File: src/rtl/umd_pkg.sv
package umd_pkg;
  typedef enum logic [1:0] {
    ST_IDLE  = 2'd0,
    ST_SETUP = 2'd1,
    ST_RUN   = 2'd2
  } umd_state_e;
endpackage

File: src/rtl/umd_ctrl.sv
module umd_ctrl
  import umd_pkg::*;
#(
  parameter int WORD_W = 16
) (
  input  logic clk,
  input  logic rst_n,
  input  logic start,
  input  logic wide,
  input  logic fault,
  output logic busy,
  output logic accept,
  output logic setup,
  output logic step,
  output logic last
);
  localparam int HALF_W = WORD_W / 2;
  localparam int CNT_W  = $clog2(WORD_W + 1);

  umd_state_e       state;
  logic [CNT_W-1:0] remain;

  always_ff @(posedge clk) begin
    if (!rst_n) begin
      state  <= ST_IDLE;
      remain <= '0;
    end else begin
      case (state)
        ST_IDLE: if (start) state <= ST_SETUP;
        ST_SETUP: begin
          if (fault) begin
            state <= ST_IDLE;
          end else begin
            state  <= ST_RUN;
            remain <= wide ? CNT_W'(WORD_W) : CNT_W'(HALF_W);
          end
        end
        ST_RUN: begin
          remain <= remain - 1'b1;
          if (remain == CNT_W'(1)) state <= ST_IDLE;
        end
        default: state <= ST_IDLE;
      endcase
    end
  end

  assign busy   = (state != ST_IDLE);
  assign accept = (state == ST_IDLE) && start;
  assign setup  = (state == ST_SETUP);
  assign step   = (state == ST_RUN);
  assign last   = step && (remain == CNT_W'(1));
endmodule

File: src/rtl/umd_mul_step.sv
module umd_mul_step #(
  parameter int WORD_W = 16
) (
  input  logic [2*WORD_W-1:0] acc_i,
  input  logic                add_i,
  input  logic [WORD_W-1:0]   mcand_i,
  output logic [2*WORD_W-1:0] acc_o
);
  localparam int ACC_W = 2 * WORD_W;

  logic [ACC_W-1:0] addend;

  // MSB-first shift-add: double the partial product, then add the multiplicand
  assign addend = add_i ? {{WORD_W{1'b0}}, mcand_i} : '0;
  assign acc_o  = {acc_i[ACC_W-2:0], 1'b0} + addend;
endmodule

File: src/rtl/umd_div_step.sv
module umd_div_step #(
  parameter int WORD_W = 16
) (
  input  logic [2*WORD_W-1:0] acc_i,
  input  logic [WORD_W-1:0]   dvsr_i,
  output logic [2*WORD_W-1:0] acc_o
);
  localparam int ACC_W = 2 * WORD_W;

  logic [WORD_W:0] trial;
  logic [WORD_W:0] diff;
  logic            fits;

  // Upper half: partial remainder; lower half: dividend bits shifting out, quotient bits shifting in
  assign trial = {acc_i[ACC_W-1:WORD_W], acc_i[WORD_W-1]};
  assign diff  = trial - {1'b0, dvsr_i};
  assign fits  = (trial >= {1'b0, dvsr_i});
  assign acc_o = {(fits ? diff[WORD_W-1:0] : trial[WORD_W-1:0]),
                  acc_i[WORD_W-2:0], fits};
endmodule

File: src/rtl/umd_unit.sv
module umd_unit
  import umd_pkg::*;
#(
  parameter int WORD_W = 16
) (
  input  logic              clk,
  input  logic              rst_n,
  input  logic              start,
  input  logic              op_div,
  input  logic              wide,
  input  logic [WORD_W-1:0] ax_in,
  input  logic [WORD_W-1:0] dx_in,
  input  logic [WORD_W-1:0] src_in,
  output logic              busy,
  output logic              done,
  output logic [WORD_W-1:0] ax_out,
  output logic [WORD_W-1:0] dx_out,
  output logic              cf_out,
  output logic              of_out,
  output logic              err_out
);
  localparam int HALF_W = WORD_W / 2;
  localparam int ACC_W  = 2 * WORD_W;

  logic              accept, setup, step, last, fault;
  logic              div_q, wide_q;
  logic [WORD_W-1:0] ax_q, dx_q, src_q;
  logic [ACC_W-1:0]  acc, acc_mul, acc_div, acc_nx;
  logic [WORD_W-1:0] mq;
  logic [WORD_W-1:0] lo_init, opnd, div_hi;
  logic [WORD_W-1:0] hi_nx, lo_nx, res_ax, res_dx;
  logic              res_flag;

  umd_ctrl #(.WORD_W(WORD_W)) i_ctrl (
    .clk    (clk),
    .rst_n  (rst_n),
    .start  (start),
    .wide   (wide_q),
    .fault  (fault),
    .busy   (busy),
    .accept (accept),
    .setup  (setup),
    .step   (step),
    .last   (last)
  );

  // Operand alignment: a byte operand sits in the top of the shifting half
  assign lo_init = wide_q ? ax_q : {ax_q[HALF_W-1:0], {HALF_W{1'b0}}};
  assign opnd    = wide_q ? src_q : {{HALF_W{1'b0}}, src_q[HALF_W-1:0]};
  assign div_hi  = wide_q ? dx_q : {{HALF_W{1'b0}}, ax_q[WORD_W-1:HALF_W]};
  // Quotient fits only when the upper dividend half is below the divisor (covers zero)
  assign fault   = div_q && (div_hi >= opnd);

  umd_mul_step #(.WORD_W(WORD_W)) i_mul (
    .acc_i   (acc),
    .add_i   (mq[WORD_W-1]),
    .mcand_i (opnd),
    .acc_o   (acc_mul)
  );

  umd_div_step #(.WORD_W(WORD_W)) i_div (
    .acc_i  (acc),
    .dvsr_i (opnd),
    .acc_o  (acc_div)
  );

  assign acc_nx = div_q ? acc_div : acc_mul;
  assign hi_nx  = acc_nx[ACC_W-1:WORD_W];
  assign lo_nx  = acc_nx[WORD_W-1:0];

  always_comb begin
    if (div_q) begin
      res_ax   = wide_q ? lo_nx : {hi_nx[HALF_W-1:0], lo_nx[HALF_W-1:0]};
      res_dx   = wide_q ? hi_nx : dx_q;
      res_flag = 1'b0;
    end else begin
      res_ax   = lo_nx;
      res_dx   = wide_q ? hi_nx : dx_q;
      res_flag = wide_q ? (|hi_nx) : (|lo_nx[WORD_W-1:HALF_W]);
    end
  end

  always_ff @(posedge clk) begin
    if (!rst_n) begin
      div_q  <= 1'b0;
      wide_q <= 1'b0;
      ax_q   <= '0;
      dx_q   <= '0;
      src_q  <= '0;
      acc    <= '0;
      mq     <= '0;
    end else begin
      if (accept) begin
        div_q  <= op_div;
        wide_q <= wide;
        ax_q   <= ax_in;
        dx_q   <= dx_in;
        src_q  <= src_in;
      end
      if (setup) begin
        acc <= div_q ? {div_hi, lo_init} : '0;
        mq  <= lo_init;
      end else if (step) begin
        acc <= acc_nx;
        mq  <= {mq[WORD_W-2:0], 1'b0};
      end
    end
  end

  always_ff @(posedge clk) begin
    if (!rst_n) begin
      done    <= 1'b0;
      ax_out  <= '0;
      dx_out  <= '0;
      cf_out  <= 1'b0;
      of_out  <= 1'b0;
      err_out <= 1'b0;
    end else begin
      done <= 1'b0;
      if (setup && fault) begin
        done    <= 1'b1;
        ax_out  <= ax_q;
        dx_out  <= dx_q;
        cf_out  <= 1'b0;
        of_out  <= 1'b0;
        err_out <= 1'b1;
      end else if (last) begin
        done    <= 1'b1;
        ax_out  <= res_ax;
        dx_out  <= res_dx;
        cf_out  <= res_flag;
        of_out  <= res_flag;
        err_out <= 1'b0;
      end
    end
  end
endmodule

File: config.mk
export PLATFORM = sky130hd
export DESIGN_NAME = umd_unit
export DESIGN_NICKNAME = d
export VERILOG_FILES = /design/src/rtl/umd_pkg.sv /design/src/rtl/umd_ctrl.sv /design/src/rtl/umd_mul_step.sv /design/src/rtl/umd_div_step.sv /design/src/rtl/umd_unit.sv
export SDC_FILE = /design/constraint.sdc
export NUM_CORES = 1
export LEC_CHECK = 0
export BUFFER_PORTS_ARGS = -buffer_cell sky130_fd_sc_hd__buf_2
export CORE_MARGIN = 10
export CORE_UTILIZATION = 30
export CTS_CLUSTER_DIAMETER = 100
export CTS_CLUSTER_SIZE = 20
export DETAILED_ROUTE_END_ITERATION = 10
export HOLD_SLACK_MARGIN = 0.1
export PLACE_DENSITY_LB_ADDON = 0.25
export SLEW_MARGIN = 20
export SYNTH_ARGS = -nofsm -noshare
export SYNTH_HDL_FRONTEND = slang
export SYNTH_HIERARCHICAL = 1
export SYNTH_SLANG_ARGS = --single-unit
File: constraint.sdc
create_clock -name clk -period 4 [get_ports clk]
set_input_delay 1 -clock clk [delete_from_list [all_inputs] [get_ports clk]]
set_output_delay 1 -clock clk [all_outputs]
set_load 0.03 [all_outputs]
Word-level counts from Yosys, hierarchy flattened
Cells that the tools add are included.
Storage, ports and cells
  logic and storage cells: 70
  input bits: 53
  register bits: 140
  output and inout port bits: 37
Operators by class
  muxes and demuxes: 31
  equality and inequality tests: 6
  bitwise gates (word level): 1
  magnitude comparators: 2
  reduce and logical (&&, ||, !) cells: 13
  add/sub/neg operators: 3
Operators with widths (number)
  $mux W16: 14
  $mux W32: 4
  $add A32 B32 Y32: 1
  $ge A17 B16 Y1: 1
  $ge A16 B16 Y1: 1
  $reduce_or A16 Y1: 1
  $sub A16 B16 Y16: 1
  $mux W5: 2
  $pmux W5 S2: 1
  $reduce_or A8 Y1: 1
  $mux W1: 6
  $mux W2: 3
  $ne A2 B2 Y1 const B: 3
  $pmux W2 S3: 1
  $reduce_bool A2 Y1: 3
  $eq A5 B1 Y1 const B: 1
  $sub A5 B1 Y5 const B: 1
  $logic_and A1 B1 Y1: 4
  $reduce_and A2 Y1: 2
  $eq A2 B1 Y1 const B: 1
  $eq A2 B2 Y1 const B: 1
  $logic_not A2 Y1: 1
  $reduce_or A2 Y1: 1
  $not A1 Y1: 1

Longest topological paths before layout
Gate-level depths: netlist of run 1.
  word-level depth: 8
  gate-level depth with buffers: 20
  depth with buffers taken out: 16

Cells and area by module
The synthesis of run 1 kept the hierarchy.
By module, submodules not included
  umd_unit: times used 1, seq. area each 2662.6 um2, cells each 792, area each 6865.3 um2
  umd_div_step: times used 1, seq. area each 0.0 um2, cells each 174, area each 1278.7 um2
  umd_mul_step: times used 1, seq. area each 0.0 um2, cells each 160, area each 1186.1 um2
  umd_ctrl: times used 1, seq. area each 140.1 um2, cells each 49, area each 430.4 um2

Worst setup path before layout of run 1
Ideal clock, no wire load.
  path kind: reg-to-reg
  start: reg wide_q
  end: reg acc[28]
  period minus slack after synthesis: 4198 ps
  cell stages (with the launch flop): 19
  setup time: 137 ps
  slack: -198 ps
  arrival: 4061 ps
  required time: 3863 ps
  path buffers: 4
  cell sequence: dfxtp_1 clkbuf_1 clkbuf_1 clkbuf_1 nand2_1 inv_1 inv_1 ha_1 a21oi_2 o21ai_2 a221o_1 a221oi_4 and2_4 buf_8 inv_6 mux2_4 mux2_2 a22oi_1 a211oi_1
On the way
  word-level cells in the longest chain between the ends: 6
  elaborated cells on any way between the ends: 11
  those cells by class: add/sub (2); order compare (1); mux (8)
Ends and longest elaborated chain
  start, declared: RTL line umd_unit.sv:26  | logic div_q, wide_q;
  start signal, assigned: RTL line umd_unit.sv:95  | wide_q <= wide;
  $mux W16: RTL line umd_unit.sv:49  | assign opnd = wide_q ? src_q : {{HALF_W{1'b0}}, src_q[HALF_W-1:0]};
  named net opnd[8]: RTL line umd_unit.sv:30  | logic [WORD_W-1:0] lo_init, opnd, div_hi;
  $ge A17 B16 Y1: RTL line umd_div_step.sv:17  | assign fits = (trial >= {1'b0, dvsr_i});
  named net i_div.fits: RTL line umd_div_step.sv:12  | logic fits;
  $mux W16: RTL line umd_div_step.sv:18  | assign acc_o = {(fits ? diff[WORD_W-1:0] : trial[WORD_W-1:0]),
  named net acc_div[28]: RTL line umd_unit.sv:28  | logic [ACC_W-1:0] acc, acc_mul, acc_div, acc_nx;
  $mux W32: RTL line umd_unit.sv:67  | assign acc_nx = div_q ? acc_div : acc_mul;
  $mux W32: RTL line umd_unit.sv:103  | end else if (step) begin
  $mux W32: RTL line umd_unit.sv:100  | if (setup) begin
  end signal, assigned: RTL line umd_unit.sv:101  | acc <= div_q ? {div_hi, lo_init} : '0;
  end signal, assigned: RTL line umd_unit.sv:104  | acc <= acc_nx;
  end, declared: RTL line umd_unit.sv:28
The timed path passes the listed nets, and every way through them passes these cells. The select of a mux whose other input is x is not followed.
A chain may end at the register's enable or synchronous reset.

Final worst setup path of run 1
  start: reg wide_q
  end: reg dx_out[1]
On the way
  word-level cells in the longest chain between the ends: 7
  elaborated cells on any way between the ends: 14
  those cells by class: add/sub (1); order compare (2); mux (8); reduce/logical (3)
Ends and longest elaborated chain
  $mux W16: RTL line umd_unit.sv:49
  $mux W16 or $ge A17 B16 Y1 (tied branches): RTL line umd_mul_step.sv:14, umd_div_step.sv:17
  $add A32 B32 Y32 or $mux W16 (tied branches): RTL line umd_mul_step.sv:15, umd_div_step.sv:18
  $mux W32: RTL line umd_unit.sv:67
  $mux W16: RTL line umd_unit.sv:74, umd_unit.sv:78
  $mux W16: RTL line umd_unit.sv:127  | end else if (last) begin
  $mux W16: RTL line umd_unit.sv:120  | if (setup && fault) begin
  end signal, assigned: RTL line umd_unit.sv:123  | dx_out <= dx_q;
  end signal, assigned: RTL line umd_unit.sv:130  | dx_out <= res_dx;
  end, declared: RTL line umd_unit.sv:17  | output logic [WORD_W-1:0] dx_out,
Parallel ways exist; a longest one is shown, timed or not. The select of a mux whose other input is x is not followed.

==> reports/qor.csv, run 1 <==
stage,metric,value,unit
placed_design,Post-DP Area,10500,µm²
layout,"most common cell after layout, fill and taps aside",nor2_1,
pwr,Switching Power,0.00174,W
synthesis,top cell type's share of synthesized area,0.287,
timing,Max Clk Rate,267,MHz
setup_path,slowest CP cell,a2111oi_0,
synthesis,dominant combinational cell family by area after synthesis,compound AO/OA/AOI/OAI gates,
setup_path,CP cell instances,buf_12 -> mux2i_1 -> ha_1 -> nand2b_1 -> a2111oi_0 -> nor4b_1 -> o31ai_4 -> buf_4 -> a21oi_1 -> o32ai_1,
timing,Setup-failing EPs final,0,
pwr,Seq pwr share,0.318,
detailed_routing,Detailed Routing Iterations Pass 1,5,
pwr,internal power,0.00340,W
clock_network,Worst-path clk slew,60,ps
setup_path,CP bufs+invs,2,
floorplan,die width,200,µm
synthesis,"FFs w/ async S/R, synth",0,
grt,first-pass GRT wire length,50.4,mm
timing,final hold violation count,0,
setup_path,Max stage delay on crit path,700,ps
pwr,clock share of power,0.360,
synthesis,sequential share of the synthesized area,0.287,
placed_design,GP Congestion,0.885,
layout,Post-layout nets,1316,
synthesis,compound-gate portion of the synthesized area,0.218,
pwr,Comb pwr share,0.321,
floorplan,Initial Util,0.307,
detailed_routing,DRT antenna net count,0,
synthesis,number of synthesized register bits,140,
synthesis,synth top area cells,"dfxtp_1, mux2i_1, ha_1",
pwr,Pleak,4.50,nW
detailed_routing,DR WL/cell,19.3,µm
grt,GRT Util Overall,0.155,
grt,initial antenna violation count,0,
pwr,Power Total,0.00514,W
timing,post-route setup TNS,0,ps
setup_path,"Req. time, crit path",4340,ps
detailed_routing,vias per inst,5.21,
synthesis,post-synthesis simple-gate area fraction,0.166,
layout,"final std cell area, no fill",11200,µm²
detailed_routing,DRT iter0 DRCs,573,
timing,Final Cycle Share,0.936,
clock_network,TritonCTS clock tree,yes,
floorplan,die height,200,µm
clock_network,clk_lat worst skew,430,ps
floorplan,cell row count,65,
clock_network,clk buf depth,2,
layout,"non-filler cells, final",1660,
synthesis,Mapped Area,9760,µm²
synthesis,syn_nets,1279,
detailed_routing,"wirelength, routed",32.0,mm
layout,area delta synth->final,15.0,%
setup_path,CP Launch Type,register,
synthesis,Post-synth top flop,dfxtp_1,
layout,layout cells sized above 1,0.176,
placed_design,post-detail-place hpwl,23.9,mm
layout,# diodes,0,
detailed_routing,DRC viols,0,
floorplan,full die area,40200,µm²
setup_path,critical path start-end classification,register to register,
pwr,Pwr Density,458,nW/µm²
floorplan,Core Area,31800,µm²
setup_path,launch point of the worst path,wide_q$_SDFFE_PN0P_,
run_status,status,finished clean,
layout,final core utilization,0.353,
synthesis,Mapped Cells,1175,
synthesis,Netlist cell types,84,
placed_design,DP Cell Count,1626,
grt,GR Overflow Total,0,
layout,most frequent cells in the layout,"nor2_1, dfxtp_1, mux2i_1, a21oi_1, buf_2",
setup_path,R2R Path Start,wide_q$_SDFFE_PN0P_,
job,maxcap violations,0,
synthesis,Post-Synth XOR/XNOR Area,0.0332,
clock_network,cts bufs inserted,17,
layout,# fillers,3314,
timing,pin slew with the least headroom to its limit,1090,ps
synthesis,mux cell area share after synthesis,0.155,
pwr,switch share,0.339,
setup_path,"critical path fanouts, max",78,
setup_path,CP arrival,4080,ps
timing,relative max-transition margin,0.273,
setup_path,critical path's top delay family,compound AO/OA/AOI/OAI gates,
synthesis,largest area contributor in the netlist,dfxtp_1,
clock_network,Sink Count,140,
synthesis,"Warnings, synthesis",6,
grt,pin count of the biggest net entering global routing,81,
floorplan,io pins,90,
placed_design,I/O Buffers,89,
timing,min Tclk post-route,3750,ps
pwr,Peak VDD IR,0.310,mV
synthesis,"Avg Cell Area, Syn",8.31,µm²
timing,clock skew,11.9,ps
synthesis,number of flops mapped to enable cells by yosys,0,
timing,pins over their slew limit,0,
grt,vias in the first global route,8558,
setup_path,Setup crit end kind,register,
hold_path,hold crit path type,register to register,
clock_network,H-tree depth,4,
synthesis,adder-cell share of the synthesized area,0.0669,
hold_path,Worst Min Path Start,dx_out[1]$_SDFFE_PN0P_,
detailed_routing,vias,8648,
clock_network,root cell of the clock tree,clkbuf_16,
worst register-to-register path, delay by kind of cell, from the launching register on:
kind	cells	cell delay, ps
and+or+nand+nor	2	380
buffers and inverters	2	700
DFF	1	400
adders and majority gates	1	270
AOI/OAI and AO/OA	4	1490
muxes	1	400
per-stage QoR:
step                      hold WS, ps  worst slack [ps]
after detailed placement          454              51.7
after global placement            451             -6.23
after global routing              481             -30.7
final                             459               255
after CTS                         463              34.6
after floorplan                   460              34.7
cell type report:
type	instances	area [µm²]	share of cell area
timing repair buffer	114	671	0.0598
sequential	140	2810	0.250
tap	435	544	0.0485
clock buffer	21	460	0.0410
clock inverter	11	215	0.0192
multi-input combinational	876	6280	0.560
inverter	63	244	0.0217
power groups by stage:
stage	clock (W)	sequential, W	combinational [W]
after global placement	0	0.00167	0.00163
final	0.00185	0.00164	0.00165
after CTS	0.00188	0.00164	0.00164
after floorplan	0	0.00161	0.00126
after global routing	0.00193	0.00165	0.00181
after detailed placement	0	0.00167	0.00163
per-layer routing:
layer / GRT usage / part of all wire
met1: 0.208 / 0.47
met2: 0.245 / 0.46
met3: 0.0334 / 0.046
met4: 0.0457 / 0.020
met5: 0 / 0
timing repair:
item	CTS	global route
setup endpoints to repair	0	21
buffers inserted	0	2
hold buffers	0	0
resized for setup	0	2
synth_stat cells, types with 4 or more instances:
cell and instances:
and3_1 9, o21ai_1 7, mux2_4 7, o21ai_0 24
o211ai_1 17, nor2_1 151, a31oi_1 14, a22oi_1 4
xor2_1 15, a2bb2oi_1 11, nand2b_1 5, o32ai_2 10
a211oi_1 41, nor3_1 8, buf_4 20, a21o_1 12
nor3b_1 5, mux2i_1 119, and2_1 28, nand4_1 15
inv_1 60, buf_1 7, nor4_1 6, nand2_1 84
o21a_1 7, buf_2 4, o31ai_1 7, a21oi_1 89
clkbuf_1 60, nand3_1 16, ha_1 49, xnor2_1 22
a311oi_1 6, o32ai_1 6, dfxtp_1 140, mux2_2 19
buf_6 4
flip-flops by register name, indices dropped and copies added, names as in the netlist:
register	cells
of_out	1
mq	16
ax_out	16
i_ctrl/remain	5
wide_q	1
src_q	16
dx_out	16
err_out	1
acc	32
div_q	1
i_ctrl/state	2
ax_q	16
dx_q	16
done	1
path summary, 6_finish.rpt:
| kind | depth (start not counted) | slack [ps] | end |
|---|---|---|---|
| max reg2reg | 10 | 250 | dx_out[1]$_SDFFE_PN0P_ |
| max | 10 | 250 | dx_out[1]$_SDFFE_PN0P_ |
| min reg2reg | 2 | 460 | dx_out[1]$_SDFFE_PN0P_ |
| min | 2 | 460 | dx_out[1]$_SDFFE_PN0P_ |
logic make-up after synthesis:
group,count (synthesis)
fa+ha+maj,51
flops,140
simple gates,351
mux,145
buf+inv,159
compound gates,292
xor+xnor,37
Power figures use the tool's default switching activity.
==> inputs of run 2 (changes only) <==
--- a/config.mk
+++ b/config.mk
@@ -12,7 +12,7 @@
 export CTS_CLUSTER_SIZE = 20
 export DETAILED_ROUTE_END_ITERATION = 10
 export HOLD_SLACK_MARGIN = 0.1
-export PLACE_DENSITY_LB_ADDON = 0.25
+export PLACE_DENSITY = 0.54
 export SLEW_MARGIN = 20
 export SYNTH_ARGS = -nofsm -noshare
 export SYNTH_HDL_FRONTEND = slang
==> run 2 against run 1 <==
Against the previous run: total power decreased by 2.4%; final cell count increased by 0.12%; die area is the same; clock-buffer cell count unchanged; first-iteration DRC count is 6.8% higher; setup slack better by 45 ps; utilization decreased by 0.16 points; critical endpoint is now of_out$_SDFFE_PP0P_; highest routed layer unchanged.
==> reports/qor.csv, run 2 (synthesized netlist as in run 1, its figures left out) <==
stage,metric,value,unit,change
placed_design,post-detail-place hpwl,24.1,mm,+0.82%
timing,final hold violation count,0,,unchanged
detailed_routing,DRT iter0 DRCs,612,,+6.8%
clock_network,TritonCTS clock tree,yes,,
setup_path,"critical path fanouts, max",17,,-78%
layout,# diodes,0,,unchanged
detailed_routing,Detailed Routing Iterations Pass 1,5,,unchanged
clock_network,clk_lat worst skew,430,ps,about the same
grt,vias in the first global route,8394,,-1.9%
pwr,Switching Power,0.00172,W,-1.3%
layout,final core utilization,0.351,,-0.00161
placed_design,I/O Buffers,89,,unchanged
hold_path,hold crit path type,register to register,,
layout,"most common cell after layout, fill and taps aside",nor2_1,,
clock_network,H-tree depth,4,,unchanged
detailed_routing,DRC viols,0,,unchanged
timing,pin slew with the least headroom to its limit,1130,ps,+44.1 ps
setup_path,CP arrival,4010,ps,-70 ps
floorplan,cell row count,65,,unchanged
floorplan,die height,200,µm,unchanged
placed_design,GP Congestion,0.892,,+0.80%
clock_network,setup repair bufs after CTS,0,,unchanged
floorplan,die width,200,µm,unchanged
grt,met1 GRT Util,0.211,,+0.00335
pwr,Comb pwr share,0.331,,+0.010
timing,Setup-failing EPs final,0,,unchanged
setup_path,CP Launch Type,register,,
pwr,switch share,0.343,,+0.00405
clock_network,root cell of the clock tree,clkbuf_16,,
clock_network,Worst-path clk slew,60,ps,about the same
floorplan,Core Area,31800,µm²,unchanged
layout,max FFs per register,32,,unchanged
grt,GR Overflow Total,0,,unchanged
setup_path,"Req. time, crit path",4310,ps,-30 ps
pwr,clock share of power,0.342,,-0.018
clock_network,clk buf depth,2,,unchanged
timing,clock skew,9.75,ps,-2.17 ps
timing,relative max-transition margin,0.243,,-0.0295
pwr,Pleak,4.51,nW,+0.16%
clock_network,Post-CTS Resized,0,,unchanged
detailed_routing,"wirelength, routed",32.2,mm,+0.72%
run_status,status,finished clean,,
pwr,Peak VDD IR,0.327,mV,+5.7%
grt,met3 Usage GRT,0.0335,,+0.000161
grt,pin count of the biggest net entering global routing,78,,-3.7%
pwr,Pwr Density,449,nW/µm²,-2.0%
floorplan,full die area,40200,µm²,unchanged
floorplan,io pins,90,,unchanged
grt,GRT Util Overall,0.155,,about the same
setup_path,critical path start-end classification,register to register,,
timing,Final Cycle Share,0.925,,-0.0114
setup_path,Setup crit end kind,register,,
grt,GR Layer Usage met2,0.238,,-0.00673
timing,min Tclk post-route,3700,ps,-45.4 ps
detailed_routing,vias per inst,5.23,,+0.34%
grt,initial antenna violation count,0,,unchanged
timing,pins over their slew limit,0,,unchanged
layout,area delta synth->final,14.5,%,
timing,RSZ-0062 raised after global routing,no,,
timing,post-route setup TNS,0,ps,unchanged
layout,layout cells sized above 1,0.177,,+0.00134
detailed_routing,DR WL/cell,19.4,µm,+0.60%
pwr,internal power,0.00329,W,-3.0%
layout,largest register by flop count,acc,,
floorplan,Initial Util,0.307,,unchanged
grt,GRT busiest layer,met2,,
job,maxcap violations,0,,unchanged
timing,Max Clk Rate,270,MHz,+1.2%
detailed_routing,DRT antenna net count,0,,unchanged
detailed_routing,vias,8688,,+0.46%
pwr,Seq pwr share,0.326,,+0.008
layout,most frequent cells in the layout,"nor2_1, dfxtp_1, mux2i_1, a21oi_1, buf_2",,
layout,# fillers,3334,,+0.60%
layout,Post-layout nets,1321,,+0.38%
grt,first-pass GRT wire length,50.0,mm,-0.77%
clock_network,Sink Count,140,,unchanged
clock_network,CTS hold repair buffers,0,,unchanged
clock_network,cts bufs inserted,17,,unchanged
## run 2: changes by cell type in the layout (fill, tap and decap cells not counted)
cell / previous run / this run
buf_12: 3 / 1
buf_4: 22 / 29
bufinv_16: 6 / 4
clkbuf_1: 2 / 0
clkbuf_8: 2 / 4
clkinv_2: 2 / 4
clkinv_4: 2 / 0
clkinvlp_4: 1 / 0
ha_1: 48 / 49
ha_2: 1 / 0
nor4_1: 4 / 5
nor4_2: 2 / 1
## run 2: path summary, 6_finish.rpt
check | from | to | slack [ps] | depth (start not counted)
hold / removal | dx_out[9]$_SDFFE_PN0P_ | dx_out[9]$_SDFFE_PN0P_ | 470 | 2
hold reg to reg | dx_out[9]$_SDFFE_PN0P_ | dx_out[9]$_SDFFE_PN0P_ | 470 | 2
setup / recovery | wide_q$_SDFFE_PN0P_ | of_out$_SDFFE_PP0P_ | 300 | 16
setup reg to reg | wide_q$_SDFFE_PN0P_ | of_out$_SDFFE_PP0P_ | 300 | 16
## run 2: metrics by stage
stage          hold WS, ps  std cells  power (W)  area, µm²  setup WS, ps
6_report               466       1662    0.00501      11200           300
4_1_cts                465       1662    0.00502      11200           329
5_1_grt                472       1662    0.00525      11200          8.92
3_5_place_dp           456       1633    0.00330      10600           363
2_1_floorplan          460       1175    0.00287       9760          34.7
3_3_place_gp           454       1633    0.00330      10600           356
## run 2: cell type report
class                      count  area, µm²  area share
clock buffer                  21        480      0.0430
multi-input combinational    876       6270       0.561
inverter                      63        244      0.0218
clock inverter                 8        140      0.0125
sequential                   140       2810       0.251
timing repair buffer         119        683      0.0611
tap                          435        544      0.0487
## run 2: routing by layer
layer  wire (µm)  up-vias
li1            -     4274
met1       15400     4133
met2       14300      242
met3        1690       39
met4         780        0
met5           0        -
## run 2: power groups by stage
stage | clock network [W] | registers (W) | logic (W)
floorplan | 0 | 0.00161 | 0.00126
global placement | 0 | 0.00167 | 0.00163
detailed placement | 0 | 0.00166 | 0.00164
CTS | 0.00174 | 0.00164 | 0.00165
global route | 0.00179 | 0.00165 | 0.00181
finish | 0.00172 | 0.00164 | 0.00166
## run 2: worst max-delay path, stage by stage (launching register included)
cell       delay, ps
dfxtp_4          400
nand2_1          120
inv_1            100
and2_1           170
ha_1             410
and4_1           220
nand3_1          110
a31oi_2          230
o2111ai_4        230
a2111oi_4        370
xor2_1           180
nor4_1           330
nand2_1          100
nor4_1           230
nand4b_1         130
a31oi_1          180
nor3_1            60
==> inputs of run 3 (changes only) <==
==> constraint.sdc (replaced) <==
create_clock -name clk -period 4 [get_ports clk]
set_input_delay 0.8 -clock clk [delete_from_list [all_inputs] [get_ports clk]]
set_output_delay 0.8 -clock clk [all_outputs]
set_load 0.03 [all_outputs]
==> run 3 against run 2 <==
Against the previous run: fmax fell by 1.9%; largest cell class unchanged; non-clock buffer count decreased by 1; first-iteration DRC count grew 9.3%; global-route usage increased by 0.12 points; largest power group is now combinational cells; clock power fell by 6%; clock skew is 5.1 ps higher; highest routed layer is now met5; critical endpoint unchanged; sequential share of layout area up 0.065 points; critical path depth did not move; design area is 0.21% lower.
==> reports/qor.csv, run 3 (synthesized netlist as in run 1, its figures left out) <==
stage,metric,value,unit,change
run_status,status,finished clean,,
floorplan,io pins,90,,unchanged
setup_path,critical path start-end classification,register to register,,
timing,Final Cycle Share,0.943,,+0.0183
grt,initial antenna violation count,1,,+1
pwr,Pwr Density,442,nW/µm²,-1.5%
clock_network,cts bufs inserted,17,,unchanged
hold_path,Hold EP,dx_out[1]$_SDFFE_PN0P_,,
pwr,Seq pwr share,0.332,,+0.006
timing,Hold Slack,470,ps,+3.55 ps
timing,RSZ-0062 raised after global routing,no,,
timing,min Tclk post-route,3770,ps,+73.1 ps
timing,Max Clk Rate,265,MHz,-1.9%
clock_network,Sink Count,140,,unchanged
layout,most frequent cells in the layout,"nor2_1, dfxtp_1, mux2i_1, a21oi_1, buf_2",,
grt,GRT Util Overall,0.156,,+0.00117
pwr,Switching Power,0.00179,W,+3.9%
timing,relative max-transition margin,0.244,,about the same
setup_path,Worst R2R Path Depth,16,,unchanged
hold_path,Hold Path Stages,2,,unchanged
timing,pin slew with the least headroom to its limit,1130,ps,-0.0527 ps
setup_path,internal reg-to-reg setup slack,230,ps,-70 ps
layout,# diodes,0,,unchanged
floorplan,Initial Util,0.307,,unchanged
detailed_routing,DRC viols,0,,unchanged
pwr,clock share of power,0.329,,-0.013
timing,pins over their slew limit,0,,unchanged
detailed_routing,DR WL/cell,19.4,µm,+0.21%
layout,largest register by flop count,acc,,
floorplan,full die area,40200,µm²,unchanged
layout,max FFs per register,32,,unchanged
layout,area delta synth->final,14.2,%,
pwr,Pleak,4.49,nW,-0.51%
grt,first-pass GRT wire length,50.4,mm,+0.88%
setup_path,CP arrival,4080,ps,+70 ps
floorplan,die width,200,µm,unchanged
clock_network,TritonCTS clock tree,yes,,
setup_path,Setup crit end kind,register,,
clock_network,root cell of the clock tree,clkbuf_16,,
setup_path,RR Endpoint,of_out$_SDFFE_PP0P_,,
pwr,Peak VDD IR,0.298,mV,-9.0%
layout,"non-filler cells, final",1664,,+0.12%
placed_design,post-detail-place hpwl,24.0,mm,-0.38%
job,maxcap violations,0,,unchanged
detailed_routing,"wirelength, routed",32.3,mm,+0.34%
setup_path,CP Launch Type,register,,
pwr,switch share,0.363,,+0.0196
placed_design,Post-DP Area,10500,µm²,about the same
floorplan,cell row count,65,,unchanged
hold_path,hold crit path type,register to register,,
clock_network,clk_lat worst skew,450,ps,+20 ps
detailed_routing,DRT antenna net count,0,,unchanged
detailed_routing,vias per inst,5.23,,about the same
timing,final hold violation count,0,,unchanged
grt,pin count of the biggest net entering global routing,127,,+63%
setup_path,"Req. time, crit path",4310,ps,about the same
layout,"final std cell area, no fill",11100,µm²,-0.21%
pwr,Comb pwr share,0.339,,+0.008
layout,"most common cell after layout, fill and taps aside",nor2_1,,
timing,post-route setup TNS,0,ps,unchanged
layout,Post-layout nets,1320,,-0.076%
timing,Setup-failing EPs final,0,,unchanged
floorplan,die height,200,µm,unchanged
floorplan,Core Area,31800,µm²,unchanged
grt,vias in the first global route,8469,,+0.89%
timing,clock skew,14.9,ps,+5.12 ps
hold_path,Worst Min Path Start,dx_out[1]$_SDFFE_PN0P_,,
placed_design,DP Cell Count,1630,,-0.18%
grt,GR Overflow Total,0,,unchanged
placed_design,GP Congestion,0.912,,+2.2%
clock_network,Worst-path clk slew,60,ps,about the same
detailed_routing,vias,8705,,+0.20%
setup_path,R2R Path Start,wide_q$_SDFFE_PN0P_,,
detailed_routing,DRT iter0 DRCs,669,,+9.3%
clock_network,CTS hold repair buffers,0,,unchanged
layout,layout cells sized above 1,0.179,,+0.00215
clock_network,clk buf depth,2,,unchanged
setup_path,"critical path fanouts, max",25,,+8
clock_network,H-tree depth,4,,unchanged
pwr,internal power,0.00314,W,-4.6%
detailed_routing,Detailed Routing Iterations Pass 1,5,,unchanged
placed_design,I/O Buffers,89,,unchanged
## run 3: cell type report
type,count,area [µm²]
Inverter,63,244
Tap cell,435,544
Multi-Input combinational cell,876,6280
Fill cell,3310,20700
Sequential cell,140,2810
Clock inverter,13,140
Clock buffer,19,443
Timing Repair Buffer,118,688
## run 3: worst max-delay path, stage by stage, from the launching register on
cell	delay, ps
dfxtp_4	420
nand2_1	120
inv_1	100
and2_1	180
ha_1	410
and4_1	220
nand3_1	90
a31oi_2	240
o2111ai_4	240
a2111oi_4	360
xor2_1	160
nor4_1	380
nand2_1	90
nor4_1	250
nand4b_1	130
a31oi_1	180
nor3_1	60
## run 3: power by group through the flow
stage,clock (W),combinational [W],sequential [W]
2_1_floorplan,0,0.00126,0.00161
3_3_place_gp,0,0.00164,0.00167
3_5_place_dp,0,0.00164,0.00167
4_1_cts,0.00165,0.00166,0.00164
5_1_grt,0.00171,0.00182,0.00165
6_report,0.00162,0.00167,0.00164
## run 3: what timing repair did
item / CTS / global route
setup endpoints to repair: 0 / 8
buffers inserted: 0 / 2
resized for setup: 0 / 3
## run 3: through the flow
step	power [W]	setup WS [ps]	util
6_report	0.00493	227	0.351
5_1_grt	0.00518	6.93	0.351
4_1_cts	0.00494	143	0.350
3_5_place_dp	0.00331	193	0.331
3_3_place_gp	0.00330	285	0.331
2_1_floorplan	0.00287	34.7	-
## run 3: per-layer routing
metal / vias up / share of wire / track usage
met2: 230 / 0.46 / 0.247
met3: 40 / 0.056 / 0.0380
met1: 4155 / 0.47 / 0.206
met4: 2 / 0.019 / 0.0444
met5: - / 0.00022 / 0
li1: 4278 / - / -
## run 3: worst max path at each step
stage / start / to / slack (ps) / cells past startpoint
2_1_floorplan: wide_q$_SDFFE_PN0P_ / acc[28]$_SDFFE_PN0P_ / 30 / 18
3_3_place_gp: mq[15]$_SDFFE_PN0P_ / of_out$_SDFFE_PP0P_ / 280 / 15
3_5_place_dp: mq[15]$_SDFFE_PN0P_ / of_out$_SDFFE_PP0P_ / 190 / 15
4_1_cts: mq[15]$_SDFFE_PN0P_ / of_out$_SDFFE_PP0P_ / 140 / 15
5_1_grt: wide_q$_SDFFE_PN0P_ / of_out$_SDFFE_PP0P_ / 7 / 16
6_report: wide_q$_SDFFE_PN0P_ / of_out$_SDFFE_PP0P_ / 230 / 16
